==> config.mk <==
export PLATFORM = sky130hd
export DESIGN_NAME = npc_branch_unit
export DESIGN_NICKNAME = d
export VERILOG_FILES = /design/src/rtl/npc_pkg.sv /design/src/rtl/npc_cond_eval.sv /design/src/rtl/npc_target_gen.sv /design/src/rtl/npc_branch_unit.sv
export SDC_FILE = /design/constraint.sdc
export NUM_CORES = 1
export LEC_CHECK = 0
export ABC_AREA = 1
export BUFFER_PORTS_ARGS = -buffer_cell sky130_fd_sc_hd__buf_2
export CORE_AREA = 5 5 142 144
export DETAILED_ROUTE_END_ITERATION = 6
export DIE_AREA = 0 0 147 149
export RECOVER_POWER = 100
export SKIP_LAST_GASP = 1
export SLEW_MARGIN = 40
export SYNTH_ARGS = -nofsm -noshare
export SYNTH_HDL_FRONTEND = slang
export SYNTH_HIERARCHICAL = 1
export SYNTH_SLANG_ARGS = --single-unit
export TNS_END_PERCENT = 100
==> constraint.sdc <==
create_clock -name vclk -period 3.5
set_input_delay 0.35 -clock vclk [all_inputs]
set_output_delay 0.35 -clock vclk [all_outputs]
set_load 0.02 [all_outputs]
==> src/rtl/npc_pkg.sv <==
// Shared types for the next-PC selector.
// Assumes the 4-bit control-flow code comes from the decode stage.
package npc_pkg;

    typedef enum logic [3:0] {
        NPC_SEQ      = 4'd0,
        NPC_BR_EQ    = 4'd1,
        NPC_BR_NE    = 4'd2,
        NPC_BR_LTZ   = 4'd3,
        NPC_BR_GTZ   = 4'd4,
        NPC_BR_LEZ   = 4'd5,
        NPC_BR_GEZ   = 4'd6,
        NPC_BR_LTZ_L = 4'd7,
        NPC_BR_GEZ_L = 4'd8,
        NPC_J_DIR    = 4'd9,
        NPC_J_DIR_L  = 4'd10,
        NPC_J_REG    = 4'd11,
        NPC_J_REG_L  = 4'd12
    } npc_op_e;

    // Coarse class of a code; it steers the next-PC multiplexer.
    typedef enum logic [1:0] {
        CLS_SEQ  = 2'd0,
        CLS_BR   = 2'd1,
        CLS_JDIR = 2'd2,
        CLS_JREG = 2'd3
    } npc_class_e;

endpackage

==> src/rtl/npc_cond_eval.sv <==
// Branch condition evaluator.
// Decides whether a conditional code is taken.
// Zero compares treat rs as two's complement.
// Output is don't-care for codes that are not conditional.
module npc_cond_eval
    import npc_pkg::*;
#(
    parameter int XLEN = 32
) (
    input  npc_op_e          op_i,
    input  logic [XLEN-1:0]  rs_i,
    input  logic [XLEN-1:0]  rt_i,
    output logic             taken_o
);

    logic same;
    logic neg;
    logic zero;

    // Derive the three primitive relations once.
    always_comb begin
        same = (rs_i == rt_i);
        neg  = rs_i[XLEN-1];
        zero = (rs_i == '0);
    end

    // Map the code onto one of the primitive relations.
    always_comb begin
        unique case (op_i)
            NPC_BR_EQ:                  taken_o = same;
            NPC_BR_NE:                  taken_o = !same;
            NPC_BR_LTZ, NPC_BR_LTZ_L:   taken_o = neg;
            NPC_BR_GEZ, NPC_BR_GEZ_L:   taken_o = !neg;
            NPC_BR_GTZ:                 taken_o = !neg && !zero;
            NPC_BR_LEZ:                 taken_o = neg || zero;
            default:                    taken_o = 1'b0;
        endcase
    end

    // Guard: the signed-below-zero test must follow the sign bit.
    always_comb begin
        if (op_i == NPC_BR_LTZ && taken_o) begin
            AST_LTZ_SIGN: assert (rs_i[XLEN-1]) else $error("ltz taken on non-negative");
        end
        if (op_i == NPC_BR_GTZ && taken_o) begin
            AST_GTZ_NONZERO: assert (rs_i != '0) else $error("gtz taken on zero");
        end
    end

endmodule

==> src/rtl/npc_target_gen.sv <==
// Target address generator.
// Forms the sequential address, the PC-relative branch target and the region-relative direct jump target.
// Assumes 4-byte instructions, so word offsets shift left by two.
module npc_target_gen #(
    parameter int XLEN   = 32,
    parameter int DISP_W = 16,
    parameter int JF_W   = 26
) (
    input  logic [XLEN-1:0]   pc_i,
    input  logic [DISP_W-1:0] disp_i,
    input  logic [JF_W-1:0]   jfield_i,
    output logic [XLEN-1:0]   seq_o,
    output logic [XLEN-1:0]   br_tgt_o,
    output logic [XLEN-1:0]   jdir_tgt_o
);

    localparam int REGION_W = XLEN - JF_W - 2;
    localparam int EXT_W    = XLEN - DISP_W - 2;

    logic [XLEN-1:0] offset;

    // Sequential address and sign-extended byte offset.
    always_comb begin
        seq_o  = pc_i + XLEN'(4);
        offset = {{EXT_W{disp_i[DISP_W-1]}}, disp_i, 2'b00};
    end

    // Branch and direct jump targets, both anchored on PC+4.
    always_comb begin
        br_tgt_o   = seq_o + offset;
        jdir_tgt_o = {seq_o[XLEN-1 -: REGION_W], jfield_i, 2'b00};
    end

    // Guard: a direct jump target is always word aligned.
    always_comb begin
        AST_JDIR_ALIGNED: assert (jdir_tgt_o[1:0] == 2'b00) else $error("jump target misaligned");
    end

endmodule

==> src/rtl/npc_branch_unit.sv <==
// Next-PC selector (top).
// Classifies the control-flow code, picks the next PC, and drives the return-address write and the register-jump misalignment flag.
// Purely combinational; the PC register lives outside.
module npc_branch_unit
    import npc_pkg::*;
#(
    parameter int XLEN   = 32,
    parameter int DISP_W = 16,
    parameter int JF_W   = 26
) (
    input  logic [XLEN-1:0]   pc_i,
    input  logic [3:0]        op_i,
    input  logic [XLEN-1:0]   rs_i,
    input  logic [XLEN-1:0]   rt_i,
    input  logic [DISP_W-1:0] disp_i,
    input  logic [JF_W-1:0]   jfield_i,
    output logic [XLEN-1:0]   next_pc_o,
    output logic              link_we_o,
    output logic [XLEN-1:0]   link_addr_o,
    output logic              misalign_o
);

    npc_op_e         op;
    npc_class_e      cls;
    logic            links;
    logic            taken;
    logic [XLEN-1:0] seq_addr;
    logic [XLEN-1:0] br_tgt;
    logic [XLEN-1:0] jdir_tgt;

    assign op = npc_op_e'(op_i);

    npc_cond_eval #(.XLEN(XLEN)) u_cond (
        .op_i    (op),
        .rs_i    (rs_i),
        .rt_i    (rt_i),
        .taken_o (taken)
    );

    npc_target_gen #(.XLEN(XLEN), .DISP_W(DISP_W), .JF_W(JF_W)) u_tgt (
        .pc_i       (pc_i),
        .disp_i     (disp_i),
        .jfield_i   (jfield_i),
        .seq_o      (seq_addr),
        .br_tgt_o   (br_tgt),
        .jdir_tgt_o (jdir_tgt)
    );

    // Classify the code and note whether it links.
    always_comb begin
        cls   = CLS_SEQ;
        links = 1'b0;
        unique case (op)
            NPC_BR_EQ, NPC_BR_NE, NPC_BR_LTZ, NPC_BR_GTZ,
            NPC_BR_LEZ, NPC_BR_GEZ:       cls = CLS_BR;
            NPC_BR_LTZ_L, NPC_BR_GEZ_L: begin
                cls   = CLS_BR;
                links = 1'b1;
            end
            NPC_J_DIR:                    cls = CLS_JDIR;
            NPC_J_DIR_L: begin
                cls   = CLS_JDIR;
                links = 1'b1;
            end
            NPC_J_REG:                    cls = CLS_JREG;
            NPC_J_REG_L: begin
                cls   = CLS_JREG;
                links = 1'b1;
            end
            default: begin
                cls   = CLS_SEQ;
                links = 1'b0;
            end
        endcase
    end

    // Select the next PC from the class and the branch decision.
    always_comb begin
        unique case (cls)
            CLS_BR:   next_pc_o = taken ? br_tgt : seq_addr;
            CLS_JDIR: next_pc_o = jdir_tgt;
            CLS_JREG: next_pc_o = rs_i;
            default:  next_pc_o = seq_addr;
        endcase
    end

    // Return-address write and register-target alignment flag.
    always_comb begin
        link_we_o   = links;
        link_addr_o = seq_addr;
        misalign_o  = (cls == CLS_JREG) && (rs_i[1:0] != 2'b00);
    end

    // Guards relating the selector outputs to its inputs.
    always_comb begin
        if (op_i == 4'd0 || op_i > 4'd12) begin
            AST_SEQ_FALLTHRU: assert (next_pc_o == pc_i + XLEN'(4) && !link_we_o) else $error("sequential path broken");
        end
        if (cls == CLS_BR && !taken) begin
            AST_NOT_TAKEN_SEQ: assert (next_pc_o == pc_i + XLEN'(4)) else $error("untaken branch redirected");
        end
        if (cls == CLS_JREG) begin
            AST_REG_TARGET: assert (next_pc_o == rs_i) else $error("register jump target");
        end
        if (link_we_o) begin
            AST_LINK_ADDR: assert (link_addr_o == pc_i + XLEN'(4)) else $error("link address");
        end
        if (misalign_o) begin
            AST_MISALIGN_SCOPE: assert (op_i == 4'd11 || op_i == 4'd12) else $error("misalign on wrong code");
        end
    end

endmodule

==> results of run 1 <==
## repair_timing
| action | in CTS | in global routing |
|---|---|---|
| buffers inserted | 5 | 13 |
| pin swaps | 16 | 86 |
| setup endpoints to repair | 18 | 21 |
| endpoints found under the hold margin | 0 | 0 |
| resized for setup | 70 | 194 |
## synthesized netlist by cell type (all sizes together)
master,count
nand2,351
inv,166
nand3,103
nor2,102
nand4,84
buf,64
o21ai,39
xnor2,38
a21oi,35
ha,33
xor2,30
nor3,10
clkbuf,6
o21bai,6
a21o,2
conb,1
fa,1
nor4,1
o21a,1
o22ai,1
or2,1
## power groups by stage
stage	combinational (W)	clock (W)	sequential, W
2_1_floorplan	0.000726	0	0
3_3_place_gp	0.00123	0	0
3_5_place_dp	0.00123	0	0
4_1_cts	0.00129	0	0
5_1_grt	0.00157	0	0
6_report	0.00144	0	0
## cells by family (layout without fill, tap and decap cells)
kind of cell,count (synthesis),after routing,share of synthesized area
xor gates and xnor gates,68,68,0.1084
AOI/OAI and AO/OA,84,84,0.08155
other,1,2,0.0006827
adders and majority gates,34,34,0.07882
buffers and inverters,236,533,0.1964
and+or+nand+nor,652,652,0.5342
## routing by layer
metal | part of all wire | wire (um)
met3 | 0.057 | 1463
met4 | 0.012 | 299
met5 | 0.00043 | 11
met1 | 0.45 | 11490
met2 | 0.49 | 12550
## area by class of cell
cell class                 count  area [um^2]
fill                        2013         9913
multi-input combinational    840         5384
timing repair buffer         367         2367
inverter                     166        623.1
tap                          234        292.8
## stage by stage
stage                       util  setup slack [ns]
final                     0.4665           0.08262
after global routing      0.4665           -0.1145
after CTS                 0.4191          -0.01475
after detailed placement  0.4007           -0.2715
after global placement    0.4007           -0.3000
after floorplan                -            0.1808
## path summary, 6_finish.rpt
| path | startpoint | to | slack, ns | cells after the start |
|---|---|---|---|---|
| max | pc_i[3] | next_pc_o[30] | 0.08 | 23 |
| min | pc_i[1] | link_addr_o[1] | 0.99 | 2 |
==> impl_metrics.json, run 1 <==
{
  "ir_drop_v": 0.0001070,
  "use_met2": 0.3757,
  "tightest_slew_ns": 0.7674,
  "crit_fanout": 4,
  "fin_tns_setup_ns": 0,
  "drt-initial-drc-count": 460,
  "power.share.clock": 0,
  "synth_area_leaders": "nand2_1 23%, inv_1 11%, nand4_1 9.5%, nand3_1 9.2%, ha_1 7.5%",
  "fp.dieH_um": 149,
  "cts_hold_buf": 0,
  "hold_violations": 0,
  "grt_antenna_before_repair": 1,
  "mostFrequentLayoutCells": "292 x nand2_1, 181 x buf_2, 156 x buf_4",
  "dr.pass1.iters": 5,
  "port_buffers": 208,
  "grt_util_all_layers": 0.2132,
  "rsz0062_at_grt": "true",
  "worst_hold_path_type": "in -> out",
  "yosysWarningCount": 6,
  "grt_pass1_vias": 7181,
  "p_total_w": 0.001440,
  "seq_power_share": 0,
  "final_area_um2": 8667,
  "grt_max_degree": 65,
  "critPathCaptureType": "primary output",
  "setup_viol": 0,
  "place.gp.congestion": 0.9319,
  "gr-usage-met1": 0.2966,
  "grt_pass1_wl_um": 38220,
  "wl_per_cell_um": 16.06,
  "ioPinCount": 208,
  "netlist_area_um2": 5493,
  "pwr-share-comb": 1.000,
  "drc_errors": 0,
  "crit_required_ns": 3.15,
  "post-synth-top-area-cell": "nand2_1",
  "critPathArrivalTime_ns": 3.07,
  "totalWireLength_um": 25810,
  "start_util": 0.2956,
  "rows": 50,
  "final_nets": 1551,
  "switching_share": 0.5849,
  "die_w_um": 147,
  "dpl.cell_count": 1589,
  "max_freq_mhz": 292.6,
  "p_sw_w": 0.0008422,
  "p_leak_nw": 4.660,
  "finalCriticalPeriod_ns": 3.417,
  "layout-drive-gt1-share": 0.4028,
  "maxCapViolCount": 0,
  "diodes": 0,
  "coreArea_um2": 18580,
  "critPathTopFamily": "simple AND/OR/NAND/NOR gates",
  "relSlewSlack": 0.4884,
  "path_cells": "buf_8 > buf_6 > nand2_2 > inv_2 > nand2_4 > nor2_8 > nand3_4 > nor3_4 > xor2_2 > ha_1 > buf_6 > a21o_1 > a21oi_2 > nand2_1 > a21oi_2 > nand2_1 > nand2_1 > nand2_1 > nand2_1 > o21ai_1 > nand3_1 > nand3_2 > buf_6",
  "dp_hpwl_um": 21620,
  "start_kind": "input pin",
  "synthCells": 1075,
  "synth_seq_area_share": 0,
  "synthToLayoutAreaGrowth_pct": 57.79,
  "slowest_stage": "ha_1",
  "internal_power_w": 0.0005977,
  "slew_viol_final": 0,
  "path_class": "in -> out",
  "crit_buf_inv": 5,
  "met3_usage": 0.01732,
  "grt_overflow": 0,
  "synth_area_per_cell_um2": 5.110,
  "grt-busiest-layer": "met2",
  "vias": 7904,
  "regArea_um2": 0,
  "ant_nets": 0,
  "fin_hold_ws_ns": 0.9871,
  "status": "completed",
  "final_common_cell": "nand2_1",
  "slowest_delay_ns": 0.30,
  "seq_cell_count": 0,
  "post-route-period-util": 0.9764,
  "nClkBuffers": 0,
  "instances_no_fill": 1607,
  "synth_top_area_frac": 0.2310,
  "crit_top_cell": "nand2_1",
  "viasPerCell": 4.918,
  "ys_types": 33,
  "cellPowerDensity_nw_per_um2": 166.1,
  "place_area_um2": 7446,
  "dieArea_um2": 21900
}
(Power assumes the default switching activity.)
==> inputs of run 2 (changes only) <==
BUFFER_PORTS_ARGS = -buffer_cell sky130_fd_sc_hd__clkbuf_2   (was -buffer_cell sky130_fd_sc_hd__buf_2)
CAP_MARGIN = 20   (was default)
==> run 2 against run 1 <==
  * Largest cell class unchanged
  * Utilization grew 0.86 points
  * The flow now finishes with violations (negative setup slack)
  * Power increased by 1.9%
  * Sequential cell count unchanged
  * Critical endpoint unchanged
==> impl_metrics.json, run 2 (synthesized netlist as in run 1, its figures left out) <==
{
  "status": "finished, violations left",
  "violations": "negative setup slack",
  "final_nets": 1562,
  "startpoint": "pc_i[9]",
  "gr-usage-met1": 0.2900,
  "fp.dieH_um": 149,
  "p_total_w": 0.001467,
  "internal_power_w": 0.0006098,
  "grt_pass1_wl_um": 38610,
  "synthToLayoutAreaGrowth_pct": 60.71,
  "max_freq_mhz": 281.6,
  "rsz0062_at_grt": "true",
  "totalWireLength_um": 26160,
  "viasPerCell": 4.925,
  "fin_tns_setup_ns": -0.05058,
  "use_met2": 0.3789,
  "worst_hold_path_type": "in -> out",
  "place.gp.congestion": 0.9347,
  "dpl.cell_count": 1588,
  "regArea_um2": 0,
  "ir_drop_v": 0.00009005,
  "coreArea_um2": 18580,
  "maxCapViolCount": 0,
  "instances_no_fill": 1618,
  "cellPowerDensity_nw_per_um2": 166.2,
  "critPathCaptureType": "primary output",
  "final.fill_count": 1968,
  "pwr-share-comb": 1.000,
  "start_kind": "input pin",
  "seq_power_share": 0,
  "dieArea_um2": 21900,
  "mostFrequentLayoutCells": "293 x nand2_1, 173 x clkbuf_2, 165 x buf_4",
  "drc_errors": 0,
  "start_util": 0.2956,
  "finalCriticalPeriod_ns": 3.551,
  "vias": 7968,
  "crit_fanout": 5,
  "switching_share": 0.5844,
  "post-route-period-util": 1.014,
  "grt_antenna_before_repair": 0,
  "setup_viol": 1,
  "port_buffers": 208,
  "ioPinCount": 208,
  "p_sw_w": 0.0008575,
  "wl_per_cell_um": 16.17,
  "slew_viol_final": 0,
  "diodes": 0,
  "critPathArrivalTime_ns": 3.20,
  "grt-busiest-layer": "met2",
  "ant_nets": 0,
  "met3_usage": 0.02340,
  "crit_required_ns": 3.15,
  "die_w_um": 147,
  "rows": 50,
  "hold_violations": 0,
  "path_class": "in -> out",
  "grt_util_all_layers": 0.2146,
  "drt-initial-drc-count": 505,
  "setup_ws_ns": -0.05058,
  "grt_max_degree": 65,
  "grt_pass1_vias": 7379,
  "worstSetupEndpoint": "next_pc_o[30]",
  "tightest_slew_ns": 0.7997,
  "final_common_cell": "nand2_1",
  "power.share.clock": 0,
  "relSlewSlack": 0.4669,
  "nClkBuffers": 0,
  "p_leak_nw": 4.774,
  "dp_hpwl_um": 21630,
  "dr.pass1.iters": 5,
  "layout-drive-gt1-share": 0.4162,
  "grt_overflow": 0,
  "seq_cell_count": 0
}
-- run 2: changes by cell type in the layout (fill, tap and decap cells not counted), sizes merged --
| cell | previous run | this run |
|---|---|---|
| buf | 357 | 191 |
| clkbuf | 10 | 187 |
-- run 2: repair_timing --
action / 4_1_cts / 5_1_grt
pin swaps: 11 / 102
setup buffers: 12 / 19
cloned: 0 / 0
resized for setup: 53 / 262
hold buffers: 0 / 0
endpoints found under the setup margin: 18 / 23
-- run 2: worst min path at each step --
stage,startpoint,end,slack [ns],depth (start not counted)
3_3_place_gp,pc_i[1],link_addr_o[1],0.97,2
3_5_place_dp,pc_i[1],link_addr_o[1],0.97,2
4_1_cts,pc_i[1],link_addr_o[1],0.97,2
5_1_grt,pc_i[0],link_addr_o[0],1.00,2
6_report,pc_i[1],link_addr_o[1],0.98,2
2_1_floorplan,pc_i[2],link_addr_o[2],0.80,1
-- run 2: cell type report --
| class | count | area [um^2] | area share |
|---|---|---|---|
| inverter | 166 | 623.1 | 0.07059 |
| timing repair buffer | 378 | 2464 | 0.2791 |
| multi-input combinational | 840 | 5448 | 0.6172 |
| tap | 234 | 292.8 | 0.03317 |
-- run 2: metal layers --
layer | wire (um) | up-vias
li1 | - | 4025
met1 | 11440 | 3669
met2 | 12690 | 260
met3 | 1690 | 14
met4 | 335 | 0
met5 | 0 | -
-- run 2: power groups by stage --
stage                     logic, W  registers [W]  clock network, W
after floorplan           0.000726              0                 0
after global placement     0.00122              0                 0
final                      0.00147              0                 0
after global routing       0.00160              0                 0
after CTS                  0.00128              0                 0
after detailed placement   0.00122              0                 0
-- run 2: worst max-delay path: stages --
cell and delay [ns]:
buf_8 0.08, nand2_4 0.06, buf_6 0.12, nor2_4 0.11, nand2_4 0.07, nor2_8 0.18
nand3_4 0.11, nor3_4 0.20, xor2_2 0.22, ha_1 0.30, buf_6 0.14, a21o_1 0.20
a21oi_2 0.15, nand2_1 0.10, a21oi_2 0.14, nand2_1 0.07, nand2_1 0.07, nand2_1 0.07
nand2_1 0.06, o21ai_0 0.08, nand3_1 0.09, nand3_2 0.09, buf_6 0.14
-- run 2: stage by stage --
stage | hold slack (ns) | area, um^2 | setup WS (ns) | utilization
after global placement | 0.9652 | 7438 | -0.2728 | 0.4003
after detailed placement | 0.9674 | 7438 | -0.2186 | 0.4003
after CTS | 0.9682 | 7771 | -0.01743 | 0.4182
after global routing | 1.005 | 8827 | -0.1931 | 0.4751
after floorplan | 0.8013 | 5497 | 0.1808 | -
final | 0.9814 | 8827 | -0.05058 | 0.4751
